[src/rtl/canfd_pex_pkg.sv]
package canfd_pex_pkg;

  typedef enum logic [1:0] {
    RB_NONE = 2'd0,
    RB_OK   = 2'd1,
    RB_FORM = 2'd2,
    RB_EXC  = 2'd3
  } rb_verdict_t;

  // Judge the reserved bit from its level, the setting and the phase.
  function automatic rb_verdict_t judge_bit(input logic hit, input logic rec,
                                            input logic exc_off, input logic integ);
    if (!hit || integ) return RB_NONE;
    if (!rec)          return RB_OK;
    if (exc_off)       return RB_FORM;
    return RB_EXC;
  endfunction

  // Recessive run length: grows on recessive, restarts on dominant.
  function automatic int unsigned run_step(input int unsigned cnt, input logic rec);
    return rec ? cnt + 1 : 0;
  endfunction

endpackage

[src/rtl/pex_cfg_hold.sv]
module pex_cfg_hold #(
  parameter logic RST_VAL = 1'b0
) (
  input  logic clk,
  input  logic rst_n,
  input  logic idle_i,
  input  logic cfg_i,
  output logic cfg_q
);
  always_ff @(posedge clk or negedge rst_n) begin
    if (!rst_n)      cfg_q <= RST_VAL;
    else if (idle_i) cfg_q <= cfg_i;
  end
endmodule

[src/rtl/pex_resbit_judge.sv]
module pex_resbit_judge
  import canfd_pex_pkg::*;
(
  input  logic        clk,
  input  logic        rst_n,
  input  logic        sample_i,
  input  logic        fdf_pos_i,
  input  logic        res_pos_i,
  input  logic        rx_i,
  input  logic        exc_off_i,
  input  logic        integ_i,
  output rb_verdict_t verdict_o,
  output logic        form_p_o,
  output logic        exc_p_o,
  output logic        sync_p_o
);
  logic fdf_rec_q;
  logic res_hit;

  assign res_hit   = sample_i && res_pos_i;
  assign verdict_o = judge_bit(res_hit, rx_i, exc_off_i, integ_i);

  always_ff @(posedge clk or negedge rst_n) begin
    if (!rst_n)                      fdf_rec_q <= 1'b0;
    else if (sample_i && fdf_pos_i)  fdf_rec_q <= rx_i;
  end

  always_ff @(posedge clk or negedge rst_n) begin
    if (!rst_n) begin
      form_p_o <= 1'b0;
      exc_p_o  <= 1'b0;
      sync_p_o <= 1'b0;
    end else begin
      form_p_o <= (verdict_o == RB_FORM);
      exc_p_o  <= (verdict_o == RB_EXC);
      sync_p_o <= (verdict_o == RB_OK) && fdf_rec_q;
    end
  end
endmodule

[src/rtl/pex_integ_tracker.sv]
module pex_integ_tracker
  import canfd_pex_pkg::*;
#(
  parameter int unsigned RUN_LEN = 11,
  localparam int unsigned CW = (RUN_LEN > 1) ? $clog2(RUN_LEN) : 1
) (
  input  logic          clk,
  input  logic          rst_n,
  input  logic          start_i,
  input  logic          sample_i,
  input  logic          rx_i,
  output logic          integ_o,
  output logic [CW-1:0] cnt_o
);
  localparam int unsigned LAST = RUN_LEN - 1;

  int unsigned nxt;
  assign nxt = run_step(int'(cnt_o), rx_i);

  always_ff @(posedge clk or negedge rst_n) begin
    if (!rst_n) begin
      integ_o <= 1'b0;
      cnt_o   <= '0;
    end else if (start_i) begin
      integ_o <= 1'b1;
      cnt_o   <= '0;
    end else if (integ_o && sample_i) begin
      if (nxt > LAST) begin
        integ_o <= 1'b0;
        cnt_o   <= '0;
      end else begin
        cnt_o   <= CW'(nxt);
      end
    end
  end
endmodule

[src/rtl/canfd_pex_handler.sv]
module canfd_pex_handler
  import canfd_pex_pkg::*;
#(
  parameter int unsigned RUN_LEN = 11,
  parameter logic        CFG_RST = 1'b0
) (
  input  logic clk,
  input  logic rst_n,
  input  logic rx_bit_i,
  input  logic sample_i,
  input  logic fdf_pos_i,
  input  logic res_pos_i,
  input  logic frame_idle_i,
  input  logic cfg_exc_off_i,
  output logic form_err_o,
  output logic exc_event_o,
  output logic sync_ref_o,
  output logic hard_sync_en_o,
  output logic tx_force_rec_o,
  output logic ecnt_freeze_o,
  output logic bus_integ_o
);
  localparam int unsigned CW = (RUN_LEN > 1) ? $clog2(RUN_LEN) : 1;

  logic           cfg_exc_off_q;
  logic           integ;
  logic [CW-1:0]  integ_cnt;
  rb_verdict_t    verdict;
  logic           exc_start;

  pex_cfg_hold #(.RST_VAL(CFG_RST)) u_cfg (
    .clk(clk), .rst_n(rst_n), .idle_i(frame_idle_i),
    .cfg_i(cfg_exc_off_i), .cfg_q(cfg_exc_off_q)
  );

  pex_resbit_judge u_judge (
    .clk(clk), .rst_n(rst_n), .sample_i(sample_i), .fdf_pos_i(fdf_pos_i),
    .res_pos_i(res_pos_i), .rx_i(rx_bit_i), .exc_off_i(cfg_exc_off_q),
    .integ_i(integ), .verdict_o(verdict), .form_p_o(form_err_o),
    .exc_p_o(exc_event_o), .sync_p_o(sync_ref_o)
  );

  assign exc_start = (verdict == RB_EXC);

  pex_integ_tracker #(.RUN_LEN(RUN_LEN)) u_integ (
    .clk(clk), .rst_n(rst_n), .start_i(exc_start), .sample_i(sample_i),
    .rx_i(rx_bit_i), .integ_o(integ), .cnt_o(integ_cnt)
  );

  assign bus_integ_o    = integ;
  assign tx_force_rec_o = integ;
  assign hard_sync_en_o = integ;
  assign ecnt_freeze_o  = integ;
endmodule

[config.mk]
export PLATFORM = sky130hd
export DESIGN_NAME = canfd_pex_handler
export DESIGN_NICKNAME = d
export VERILOG_FILES = /design/src/rtl/canfd_pex_pkg.sv /design/src/rtl/pex_cfg_hold.sv /design/src/rtl/pex_resbit_judge.sv /design/src/rtl/pex_integ_tracker.sv /design/src/rtl/canfd_pex_handler.sv
export SDC_FILE = /design/constraint.sdc
export NUM_CORES = 1
export LEC_CHECK = 0
export CAP_MARGIN = 20
export CELL_PAD_IN_SITES_DETAIL_PLACEMENT = 0
export CELL_PAD_IN_SITES_GLOBAL_PLACEMENT = 1
export CORE_AREA = 2 2 39 41
export CTS_BUF_LIST = sky130_fd_sc_hd__clkbuf_2
export CTS_CLUSTER_DIAMETER = 200
export DETAILED_ROUTE_END_ITERATION = 12
export DIE_AREA = 0 0 41 43
export DONT_BUFFER_PORTS = 1
export GPL_TIMING_DRIVEN = 0
export HOLD_SLACK_MARGIN = 0.1
export MAX_ROUTING_LAYER = met4
export PLACE_DENSITY_LB_ADDON = 0.2
export SLEW_MARGIN = 10
export SYNTH_ARGS = -nofsm -noshare
export SYNTH_HDL_FRONTEND = slang
export SYNTH_HIERARCHICAL = 1
export SYNTH_SLANG_ARGS = --single-unit
export TNS_END_PERCENT = 50
[constraint.sdc]
create_clock -name clk -period 1.6 [get_ports clk]
set_input_delay 0.16 -clock clk [delete_from_list [all_inputs] [get_ports clk]]
set_output_delay 0.16 -clock clk [all_outputs]
set_load 0.01 [all_outputs]
==> key figures <==
Outcome
  • Status: finished clean

Worst hold path
  • Class of the worst hold path: in2reg

Route
  • Vias: 416
  • Iteration-0 DRC Markers: 11
  • DRC viols: 0
  • Avg Vias per Cell: 5.136
  • DRT Pass-1 Iters: 4
  • Final wirelength: 1078 microns
  • Routed len/inst: 13.31 microns
  • Remaining antenna violation count: 0

Global routing
  • All-Layer GR Usage: 0.1522
  • Gr ovfl total: 0
  • Initial antenna violation count: 0
  • Largest net degree at the start of global routing: 11
  • First-pass GRT wire length: 1752 microns
  • Vias in the first global route: 411

Cells and area
  • FILL cells: 140
  • # diodes: 0
  • Most frequent cells in the layout: dfrtp_1, nand2_1, dlygate4sd3_1
  • Nets@finish: 75
  • Share of layout cells above drive strength 1: 0.3385
  • Leading cell type in the layout, fill and taps excluded: dfrtp_1
  • Area delta synth->final: 25.71%

Logic synthesis
  • Synth Warn #: 6
  • Post-Syn Area: 530.5 sq um
  • Largest family of logic cells by synthesized area: simple AND/OR/NAND/NOR gates
  • Compound-Gate Fraction of Synth Area: 0.1179
  • Top cells by area, synth: dfrtp_1, nand2_1, buf_4
  • Adder-Cell Fraction of Synth Area: 0.02358
  • Post-synthesis xor/xnor area fraction: 0.01651
  • Post-synthesis mux area share: 0.04953
  • Post-synth cell types: 30
  • Register area share after synthesis: 0.4717
  • Syn nets: 63
  • Synth Area per Inst: 9.824 sq um
  • Post-Synth Simple-Gate Area: 0.2571
  • FF+latch count, synth: 10
  • Cell taking the most area after synthesis: dfrtp_1
  • Yosys top cell area share: 0.4717
  • Post-Syn Instances: 54

Power
  • Max VDD drop: 0.6193 mV
  • Final Power: 812.8 uW
  • Power Dens Cells: 1219 nW/um^2
  • Static leakage: 0.2967 nW

STA
  • Achievable frequency: 0.6556 GHz
  • Number of setup violations in the final report: 0
  • Setup TNS Final: 0 ps
  • Final clock skew: 1.841 ps
  • Setup ws final: 74.79 ps
  • Tcrit/Tclk final: 0.9533
  • Headroom to the max-slew limit: 0.7002
  • Number of max-slew violations in the final report: 0
  • Hold WS: 118.6 ps
  • Unrepaired setup endpoints after global routing: yes
  • Final Critical Period: 1525 ps
  • Worst Max-Slew Pin Slew: 448.2 ps
  • Hold Fails Final Rpt: 0

Placed design
  • Post-DP HPWL: 674.9 microns
  • RD Place Congestion: 0.8074
  • Placement Setup Slack: -112.7 ps
  • Input/output buffers: 0

Floorplan
  • Top Ports: 15
  • # rows: 14
  • Die width: 41 microns
  • Die height: 43 microns
  • Die area: 1763 sq um
  • Core area: 1384 sq um
  • Starting Density: 0.3834

Critical path
  • Worst setup path end: u_integ/cnt_o[2]
  • WP data required: 1740 ps
  • CP Launch Type: flop
  • Kind of critical path: reg2reg
  • Reg2reg path depth: 7
  • Crit path max fanout: 7
  • CP Capture Type: flop
  • Worst flop-to-flop path endpoint: u_integ/cnt_o[2]
  • FF-to-FF setup slack: 70 ps
  • CP Data Arrival Time: 1670 ps
  • Critical R2R Launch: u_integ/integ_o
  • Critical Path Start: u_integ/integ_o

Clock network
  • CTS buffer count: 3
  • Clock Sinks: 10
  • Clock slew at reported path FFs: 100 ps
  • CTS max path bufs: 2
  • CTS tree: built
  • H-tree lvl count: 1
  • CTS root buffer: clkbuf_2
  • Skew-Pair Late Insertion Delay: 250 ps

Flow run
  • Max-Cap Viols: 0
-- state kept, by name (all words and copies together), names as in the netlist --
name and flops:
u_integ/integ_o 1, u_judge/exc_p_o 1, u_judge/form_p_o 1, u_judge/sync_p_o 1, u_integ/cnt_o 4, u_judge/fdf_rec_q 1, u_cfg/cfg_q 1
-- cell families after synthesis --
logic type	Yosys count
mux	2
buf+inv	6
xor+xnor	1
compound gates	11
flops	10
fa+ha+maj	1
simple gates	23
-- per-stage QoR --
step,area (sq um),instances,utilization
2_1_floorplan,530.5,54,-
3_3_place_gp,550.5,70,0.3978
3_5_place_dp,550.5,70,0.3978
4_1_cts,648.1,81,0.4684
5_1_grt,666.9,81,0.4819
6_report,666.9,81,0.4819
-- metal layers --
metal,global-route usage,vias up,part of all wire
li1,-,208,-
met1,0.1902,193,0.43
met2,0.2125,15,0.51
met3,0.04712,0,0.060
met4,0.08000,0,0
met5,-,-,0
-- power breakdown --
part / switching (mW) / internal [mW] / total (mW) / leakage [nW]
logic: 0.150 / 0.150 / 0.300 / 0.153
clock network: 0.0879 / 0.0543 / 0.142 / 0.0140
registers: 0.0684 / 0.302 / 0.371 / 0.130
-- worst max-delay path: stages, from the launching register on --
cell and delay [ps]:
dfrtp_2 480, nand3b_1 210, a21oi_1 130, and2_4 170, nand2b_4 150, nor2_1 50
a21oi_1 140, o22ai_1 90
-- timing repair --
action                                 in CTS  in global routing
endpoints found under the hold margin      14                  0
pin swaps                                   0                  3
setup endpoints to repair                   4                  5
buffers inserted                            1                  0
gates resized for setup                     5                  6
hold buffers                                6                  0
-- how the worst min path moves through the flow --
stage,startpoint,slack [ps],cells past startpoint,to
CTS,sample_i,100,2,u_judge/fdf_rec_q
floorplan,rst_n,-140,0,u_cfg/cfg_q
detailed placement,rst_n,-140,0,u_integ/integ_o
finish,sample_i,120,2,u_judge/fdf_rec_q
global placement,rst_n,-140,0,u_integ/integ_o
global route,sample_i,110,2,u_judge/fdf_rec_q
-- cells in the mapped netlist (all sizes together) --
cell	number
nand3b	1
nor2b	1
dfrtp	10
or4	1
o22ai	1
o21ai	4
ha	1
nand3	2
and2b	1
a21oi	3
buf	3
nor3	1
nand2	7
o31ai	1
and2	2
inv	3
nand2b	1
xor2	1
nor4	1
and4b	1
mux2	2
a21boi	1
a31oi	1
nor2	3
nor3b	1
-- layout make-up --
cell class | count | area (sq um) | share of cell area
Buffer | 3 | 22.52 | 0.03377
Clock buffer | 3 | 15.01 | 0.02251
Clock inverter | 1 | 3.754 | 0.005629
Inverter | 3 | 11.26 | 0.01689
Multi-Input combinational cell | 38 | 279.0 | 0.4184
Sequential cell | 10 | 251.5 | 0.3771
Tap cell | 16 | 20.02 | 0.03002
Timing Repair Buffer | 7 | 63.81 | 0.09568
Power figures use the tool's default switching activity.
